==> src/rtl/cmdp_pkg.sv <==
package cmdp_pkg;

    localparam logic [7:0] FRM_OPEN  = 8'h55;
    localparam logic [7:0] FRM_CLOSE = 8'hAA;

    localparam logic [7:0] OP_RESET = 8'h01;
    localparam logic [7:0] OP_READ  = 8'h10;
    localparam logic [7:0] OP_WRITE = 8'h11;

    localparam logic [7:0] REPLY_READ  = 8'h7F;
    localparam logic [7:0] REPLY_WRITE = 8'h7E;
    localparam logic [7:0] REPLY_RESET = 8'h7D;
    localparam logic [7:0] REPLY_ERROR = 8'hFE;

    typedef enum logic [1:0] {
        RK_READ,
        RK_WRITE,
        RK_RESET,
        RK_ERROR
    } reply_kind_e;

    typedef enum logic [2:0] {
        PS_IDLE,
        PS_OPCODE,
        PS_ARGS,
        PS_CLOSE,
        PS_EXEC,
        PS_DRAIN
    } parse_state_e;

endpackage

==> src/rtl/cmdp_frame_rx.sv <==
module cmdp_frame_rx
    import cmdp_pkg::*;
#(
    parameter int DATA_W = 32
) (
    input  logic              clk,
    input  logic              rst_n,
    input  logic              rx_valid,
    input  logic [7:0]        rx_data,
    output logic              rx_ready,
    input  logic              reply_busy,
    output logic              exec,
    output logic              frame_ok,
    output logic [7:0]        opcode,
    output logic [7:0]        core_addr,
    output logic [7:0]        reg_addr,
    output logic [DATA_W-1:0] wr_data
);

    localparam int NBYTES = DATA_W / 8;
    localparam int ARG_B  = NBYTES + 2;
    localparam int ARG_W  = ARG_B * 8;
    localparam int CNT_W  = $clog2(ARG_B + 1);

    typedef struct packed {
        parse_state_e       st;
        logic [7:0]         op;
        logic               ok;
        logic [CNT_W-1:0]   left;
        logic [ARG_W-1:0]   args;
    } rx_regs_t;

    rx_regs_t q, d;
    logic     take;

    always_comb begin
        d        = q;
        rx_ready = (q.st == PS_IDLE) || (q.st == PS_OPCODE) ||
                   (q.st == PS_ARGS) || (q.st == PS_CLOSE);
        take     = rx_valid && rx_ready;
        case (q.st)
            PS_IDLE: begin
                if (take && rx_data == FRM_OPEN) d.st = PS_OPCODE;
            end
            PS_OPCODE: begin
                if (take) begin
                    d.op = rx_data;
                    d.ok = 1'b0;
                    case (rx_data)
                        OP_RESET: begin
                            d.left = '0;
                            d.st   = PS_CLOSE;
                        end
                        OP_READ: begin
                            d.left = CNT_W'(2);
                            d.st   = PS_ARGS;
                        end
                        OP_WRITE: begin
                            d.left = CNT_W'(ARG_B);
                            d.st   = PS_ARGS;
                        end
                        default: d.st = PS_EXEC;
                    endcase
                end
            end
            PS_ARGS: begin
                if (take) begin
                    d.args = {q.args[ARG_W-9:0], rx_data};
                    d.left = q.left - CNT_W'(1);
                    if (q.left == CNT_W'(1)) d.st = PS_CLOSE;
                end
            end
            PS_CLOSE: begin
                if (take) begin
                    d.ok = (rx_data == FRM_CLOSE);
                    d.st = PS_EXEC;
                end
            end
            PS_EXEC: d.st = PS_DRAIN;
            PS_DRAIN: begin
                if (!reply_busy) d.st = PS_IDLE;
            end
            default: d.st = PS_IDLE;
        endcase
    end

    always_ff @(posedge clk or negedge rst_n) begin
        if (!rst_n) q <= '0;
        else        q <= d;
    end

    always_comb begin
        exec     = (q.st == PS_EXEC);
        frame_ok = q.ok;
        opcode   = q.op;
        wr_data  = q.args[DATA_W-1:0];
        if (q.op == OP_WRITE) begin
            core_addr = q.args[ARG_W-1 -: 8];
            reg_addr  = q.args[ARG_W-9 -: 8];
        end else begin
            core_addr = q.args[15:8];
            reg_addr  = q.args[7:0];
        end
    end

endmodule

==> src/rtl/cmdp_reply_tx.sv <==
module cmdp_reply_tx
    import cmdp_pkg::*;
#(
    parameter int DATA_W = 32
) (
    input  logic              clk,
    input  logic              rst_n,
    input  logic              start,
    input  reply_kind_e       kind,
    input  logic [7:0]        opcode,
    input  logic [7:0]        core_addr,
    input  logic [7:0]        reg_addr,
    input  logic [DATA_W-1:0] rd_data,
    output logic              tx_valid,
    output logic [7:0]        tx_data,
    input  logic              tx_ready,
    output logic              busy
);

    localparam int NBYTES = DATA_W / 8;
    localparam int RSP_B  = NBYTES + 5;
    localparam int RSP_W  = RSP_B * 8;
    localparam int IDX_W  = $clog2(RSP_B + 1);

    typedef struct packed {
        logic               busy;
        logic [IDX_W-1:0]   left;
        logic [RSP_W-1:0]   frame;
    } tx_regs_t;

    tx_regs_t           q, d;
    logic [RSP_W-1:0]   load_frame;
    logic [IDX_W-1:0]   load_len;

    always_comb begin
        case (kind)
            RK_READ: begin
                load_frame = {FRM_OPEN, REPLY_READ, core_addr, reg_addr, rd_data, FRM_CLOSE};
                load_len   = IDX_W'(RSP_B);
            end
            RK_WRITE: begin
                load_frame = {FRM_OPEN, REPLY_WRITE, core_addr, reg_addr, FRM_CLOSE,
                              {DATA_W{1'b0}}};
                load_len   = IDX_W'(5);
            end
            RK_RESET: begin
                load_frame = {FRM_OPEN, REPLY_RESET, opcode, FRM_CLOSE, {(DATA_W + 8){1'b0}}};
                load_len   = IDX_W'(4);
            end
            default: begin
                load_frame = {FRM_OPEN, REPLY_ERROR, opcode, FRM_CLOSE, {(DATA_W + 8){1'b0}}};
                load_len   = IDX_W'(4);
            end
        endcase
    end

    always_comb begin
        d = q;
        if (!q.busy) begin
            if (start) begin
                d.busy  = 1'b1;
                d.left  = load_len;
                d.frame = load_frame;
            end
        end else if (tx_ready) begin
            d.frame = {q.frame[RSP_W-9:0], 8'h00};
            d.left  = q.left - IDX_W'(1);
            if (q.left == IDX_W'(1)) d.busy = 1'b0;
        end
    end

    always_ff @(posedge clk or negedge rst_n) begin
        if (!rst_n) q <= '0;
        else        q <= d;
    end

    assign tx_valid = q.busy;
    assign tx_data  = q.frame[RSP_W-1 -: 8];
    assign busy     = q.busy;

endmodule

==> src/rtl/cmd_frame_parser.sv <==
module cmd_frame_parser
    import cmdp_pkg::*;
#(
    parameter int DATA_W = 32
) (
    input  logic              clk,
    input  logic              rst_n,
    input  logic              rx_valid,
    input  logic [7:0]        rx_data,
    output logic              rx_ready,
    output logic              tx_valid,
    output logic [7:0]        tx_data,
    input  logic              tx_ready,
    output logic              core_rst,
    output logic              bus_cs,
    output logic              bus_we,
    output logic [7:0]        bus_core,
    output logic [7:0]        bus_reg,
    output logic [DATA_W-1:0] bus_wdata,
    input  logic [DATA_W-1:0] bus_rdata
);

    logic        exec, frame_ok, reply_busy;
    logic [7:0]  opcode;
    reply_kind_e kind;

    cmdp_frame_rx #(.DATA_W(DATA_W)) u_rx (
        .clk        (clk),
        .rst_n      (rst_n),
        .rx_valid   (rx_valid),
        .rx_data    (rx_data),
        .rx_ready   (rx_ready),
        .reply_busy (reply_busy),
        .exec       (exec),
        .frame_ok   (frame_ok),
        .opcode     (opcode),
        .core_addr  (bus_core),
        .reg_addr   (bus_reg),
        .wr_data    (bus_wdata)
    );

    always_comb begin
        if (!frame_ok) kind = RK_ERROR;
        else begin
            case (opcode)
                OP_READ:  kind = RK_READ;
                OP_WRITE: kind = RK_WRITE;
                default:  kind = RK_RESET;
            endcase
        end
        bus_cs   = exec && frame_ok && (opcode == OP_READ || opcode == OP_WRITE);
        bus_we   = exec && frame_ok && (opcode == OP_WRITE);
        core_rst = exec && frame_ok && (opcode == OP_RESET);
    end

    cmdp_reply_tx #(.DATA_W(DATA_W)) u_tx (
        .clk       (clk),
        .rst_n     (rst_n),
        .start     (exec),
        .kind      (kind),
        .opcode    (opcode),
        .core_addr (bus_core),
        .reg_addr  (bus_reg),
        .rd_data   (bus_rdata),
        .tx_valid  (tx_valid),
        .tx_data   (tx_data),
        .tx_ready  (tx_ready),
        .busy      (reply_busy)
    );

endmodule

==> config.mk <==
export PLATFORM = sky130hd
export DESIGN_NAME = cmd_frame_parser
export DESIGN_NICKNAME = d
export VERILOG_FILES = /design/src/rtl/cmdp_pkg.sv /design/src/rtl/cmdp_frame_rx.sv /design/src/rtl/cmdp_reply_tx.sv /design/src/rtl/cmd_frame_parser.sv
export SDC_FILE = /design/constraint.sdc
export NUM_CORES = 1
export LEC_CHECK = 0
export BUFFER_PORTS_ARGS = -buffer_cell sky130_fd_sc_hd__buf_4
export CORE_ASPECT_RATIO = 0.7
export CORE_MARGIN = 2
export CORE_UTILIZATION = 45
export CTS_BUF_LIST = sky130_fd_sc_hd__clkbuf_8
export DETAILED_ROUTE_END_ITERATION = 8
export PLACE_DENSITY = 0.66
export SYNTH_ARGS = -nofsm -noshare
export SYNTH_HDL_FRONTEND = slang
export SYNTH_HIERARCHICAL = 1
export SYNTH_SLANG_ARGS = --single-unit
==> constraint.sdc <==
create_clock -name clk -period 1.97 [get_ports clk]
set_input_delay 0.0985 -clock clk [delete_from_list [all_inputs] [get_ports clk]]
set_output_delay 0.0985 -clock clk [all_outputs]
set_load 0.03 [all_outputs]
==> flow_summary.toml <==
[clocking]
cts_tree = "yes"
clkTransAtPathRegs_ps = 80
h-tree-depth = 4
clkLatencyLatePin_ps = 430
clockBufferDepth = 2
cts.sinks = 133
cts-root-buf = "clkbuf_8"
numCtsBuffers = 17

[route]
wl_per_cell_um = 17.5
totalWireLength_mm = 16.9
drc = 0
drt_pass1_iterations = 5
ant_nets = 0
viasPerCell = 5.35
drtIter0Drc = 437
num_vias = 5165

[floorplanning]
die_w_um = 146
core_um2 = 13800
die_y_um = 103
start_util = 0.457
dieArea_um2 = 15000
pin_count = 105
num_rows = 36

[global_routing]
antenna_found_initial = 0
grtUsageTotal = 0.223
gr-total-overflow = 0
grt_pass1_wl_mm = 26.1
grt_max_degree = 91
grt_pass1_vias = 4997

[final_layout]
mostFrequentLayoutCells = "209 x nand2_1, 126 x dfrtp_1, 112 x buf_4"
layout.nets = 810
fin_util = 0.611
antennaDiodeCount = 0
layout_commonest_cell = "nand2_1"
finish.instance_area_um2 = 8450
drive_above_1_share = 0.334
areaGrowthSynthToFinish_pct = 33.6

[worst_setup_path]
crit_type = "reg2out"
crit_fanout = 8
start_kind = "flop"
cp_data_required_time_ps = 1870
arrival_ps = 2050
crit_path_end_kind = "output pin"

[synthesis]
synth-edff-count = 0
syn_nets = 682
yosys.area.top_type = "dfrtp_1"
ys_warn_count = 6
synth_seq_cells = 133
ys.flop_type = "dfrtp_1"
synth.area.top_cells = "dfrtp_1 53%, nand2_1 13%, buf_4 6.2%, a22oi_1 5.0%, mux2_1 4.3%"
syn-cell-area_um2 = 6320
avgSynthCellArea_um2 = 9.98
yosys.area.top_type_share = 0.526
yosysUniqueCellTypes = 51
ys_seq_area_frac = 0.526
syn_inst = 634
async_flop_share = 1.00

[timing]
finalCritPeriodShare = 1.09
skew_ps = 13.4
fin_crit_ps = 2150
setup_slack_ps = -182
tightest_slew_ps = 687
slew_headroom = 0.542
slew_viol_final = 0
fmax_mhz = 465
rsz0062_at_grt = "yes"
hold_viol_final = 0
setup_viol = 43

[power_and_ir_drop]
p_seq_frac = 0.417
clock_power_share = 0.260
max-vdd-ir-drop_uv = 534
p_leak_uw = 0.00440
internal_power_uw = 5630
sw_frac_of_total = 0.358
switchingPower_uw = 3140
pwr-share-comb = 0.323
pwr_density_cell_nw_per_um2 = 1040

[flow_run]
cap_violations = 0

[placement]
dp_hpwl_mm = 10.9
dpl_cell_area_um2 = 7080
place_congestion = 0.929
portBuffers = 104

[status]
status = "finished with violations"
violations = "setup timing"

[worst_hold_path]
hold_class = "in2async"
-- routing by layer --
layer / up-vias / track usage / wire length, µm
li1: 2381 / - / -
met1: 2595 / 0.307 / 7560
met2: 163 / 0.356 / 8090
met3: 26 / 0.0452 / 946
met4: 0 / 0.0792 / 268
met5: - / 0 / 0
-- worst paths after layout --
path,depth (start not counted),start,to,slack [ps]
hold / removal,2,rst_n,u_rx/q[39],50
setup reg to reg,8,u_rx/opcode[6],u_tx/q[53],-90
setup / recovery,5,u_rx/opcode[6],bus_reg[5],-180
hold reg to reg,2,u_tx/q[13],u_tx/q[21],470
max in group asynchronous,3,rst_n,u_rx/opcode[3],1160
min in group clk,4,tx_ready,u_tx/q[75],130
-- worst max-delay path: stages (launching register included) --
cell	delay, ps
dfrtp_2	450
nor4b_4	380
nand2_4	180
buf_6	160
mux2_2	300
buf_6	150
-- cell families (layout without fill, tap and decap cells) --
kind of cell,Yosys count,after routing,synth area share
AO/OA/AOI/OAI,101,101,0.119
multiplexers,38,38,0.0665
AND/OR/NAND/NOR,266,267,0.191
flip-flops,133,133,0.526
buffers and inverters,92,232,0.0900
adder cells (fa/ha/maj),4,4,0.00791
-- sequential cells by signal, summed over array words and instances, names as in the netlist --
register,flops
u_rx/frame_ok,1
u_rx/opcode,8
u_rx/q,22
u_rx/wr_data,32
u_tx/busy,1
u_tx/q,61
u_tx/tx_data,8
-- repair_timing --
action	4_1_cts	5_1_grt
pin swaps	6	5
setup buffers	10	11
endpoints found under the hold margin	184	0
resized for setup	52	61
endpoints found under the setup margin	23	73
hold buffers	42	0
cloned	2	0
-- power by group through the flow --
stage | Sequential [µW] | Clock [µW] | Combinational (µW)
4_1_cts | 3630 | 2340 | 2590
3_5_place_dp | 3670 | 0 | 2280
3_3_place_gp | 3640 | 0 | 2220
6_report | 3660 | 2280 | 2840
2_1_floorplan | 3460 | 0 | 1800
5_1_grt | 3710 | 2460 | 3020
-- synthesized netlist by cell type (all sizes together) (2+ instances only) --
| cell type | n |
|---|---|
| a21oi | 6 |
| a221o | 7 |
| a22o | 8 |
| a22oi | 42 |
| a41oi | 2 |
| and2 | 2 |
| and3 | 2 |
| buf | 75 |
| clkbuf | 9 |
| dfrtp | 133 |
| ha | 4 |
| inv | 8 |
| mux2 | 29 |
| mux2i | 9 |
| nand2 | 213 |
| nand2b | 3 |
| nand3 | 5 |
| nand3b | 2 |
| nand4 | 2 |
| nor2 | 16 |
| nor3 | 2 |
| nor3b | 2 |
| nor4b | 6 |
| o21ai | 15 |
| o22a | 9 |
| o22ai | 2 |
| or3 | 2 |
| or4b | 2 |
-- cell type report --
| class | instances | area [µm²] |
|---|---|---|
| multi-input cells | 410 | 2720 |
| fillers | 1089 | 5380 |
| flip-flops and latches | 133 | 3340 |
| inverters | 8 | 30.0 |
| clock buffers | 18 | 248 |
| repair buffers | 192 | 1730 |
| well taps | 190 | 238 |
| clock inverters | 14 | 153 |
-- per-stage QoR --
| step | std cells | hold WS, ps | worst slack, ps | setup TNS [ps] | total power [µW] |
|---|---|---|---|---|---|
| after floorplan | 634 | -197 | 70.4 | 0 | 5260 |
| after global placement | 869 | -31.6 | 29.1 | 0 | 5860 |
| after detailed placement | 869 | -25.5 | -37.6 | -96.2 | 5950 |
| after CTS | 955 | 37.1 | -195 | -3730 | 8570 |
| after global routing | 965 | 48.8 | -217 | -6410 | 9180 |
| final | 965 | 52.4 | -182 | -3300 | 8770 |
Note: power is estimated with default switching activity, not from simulation.
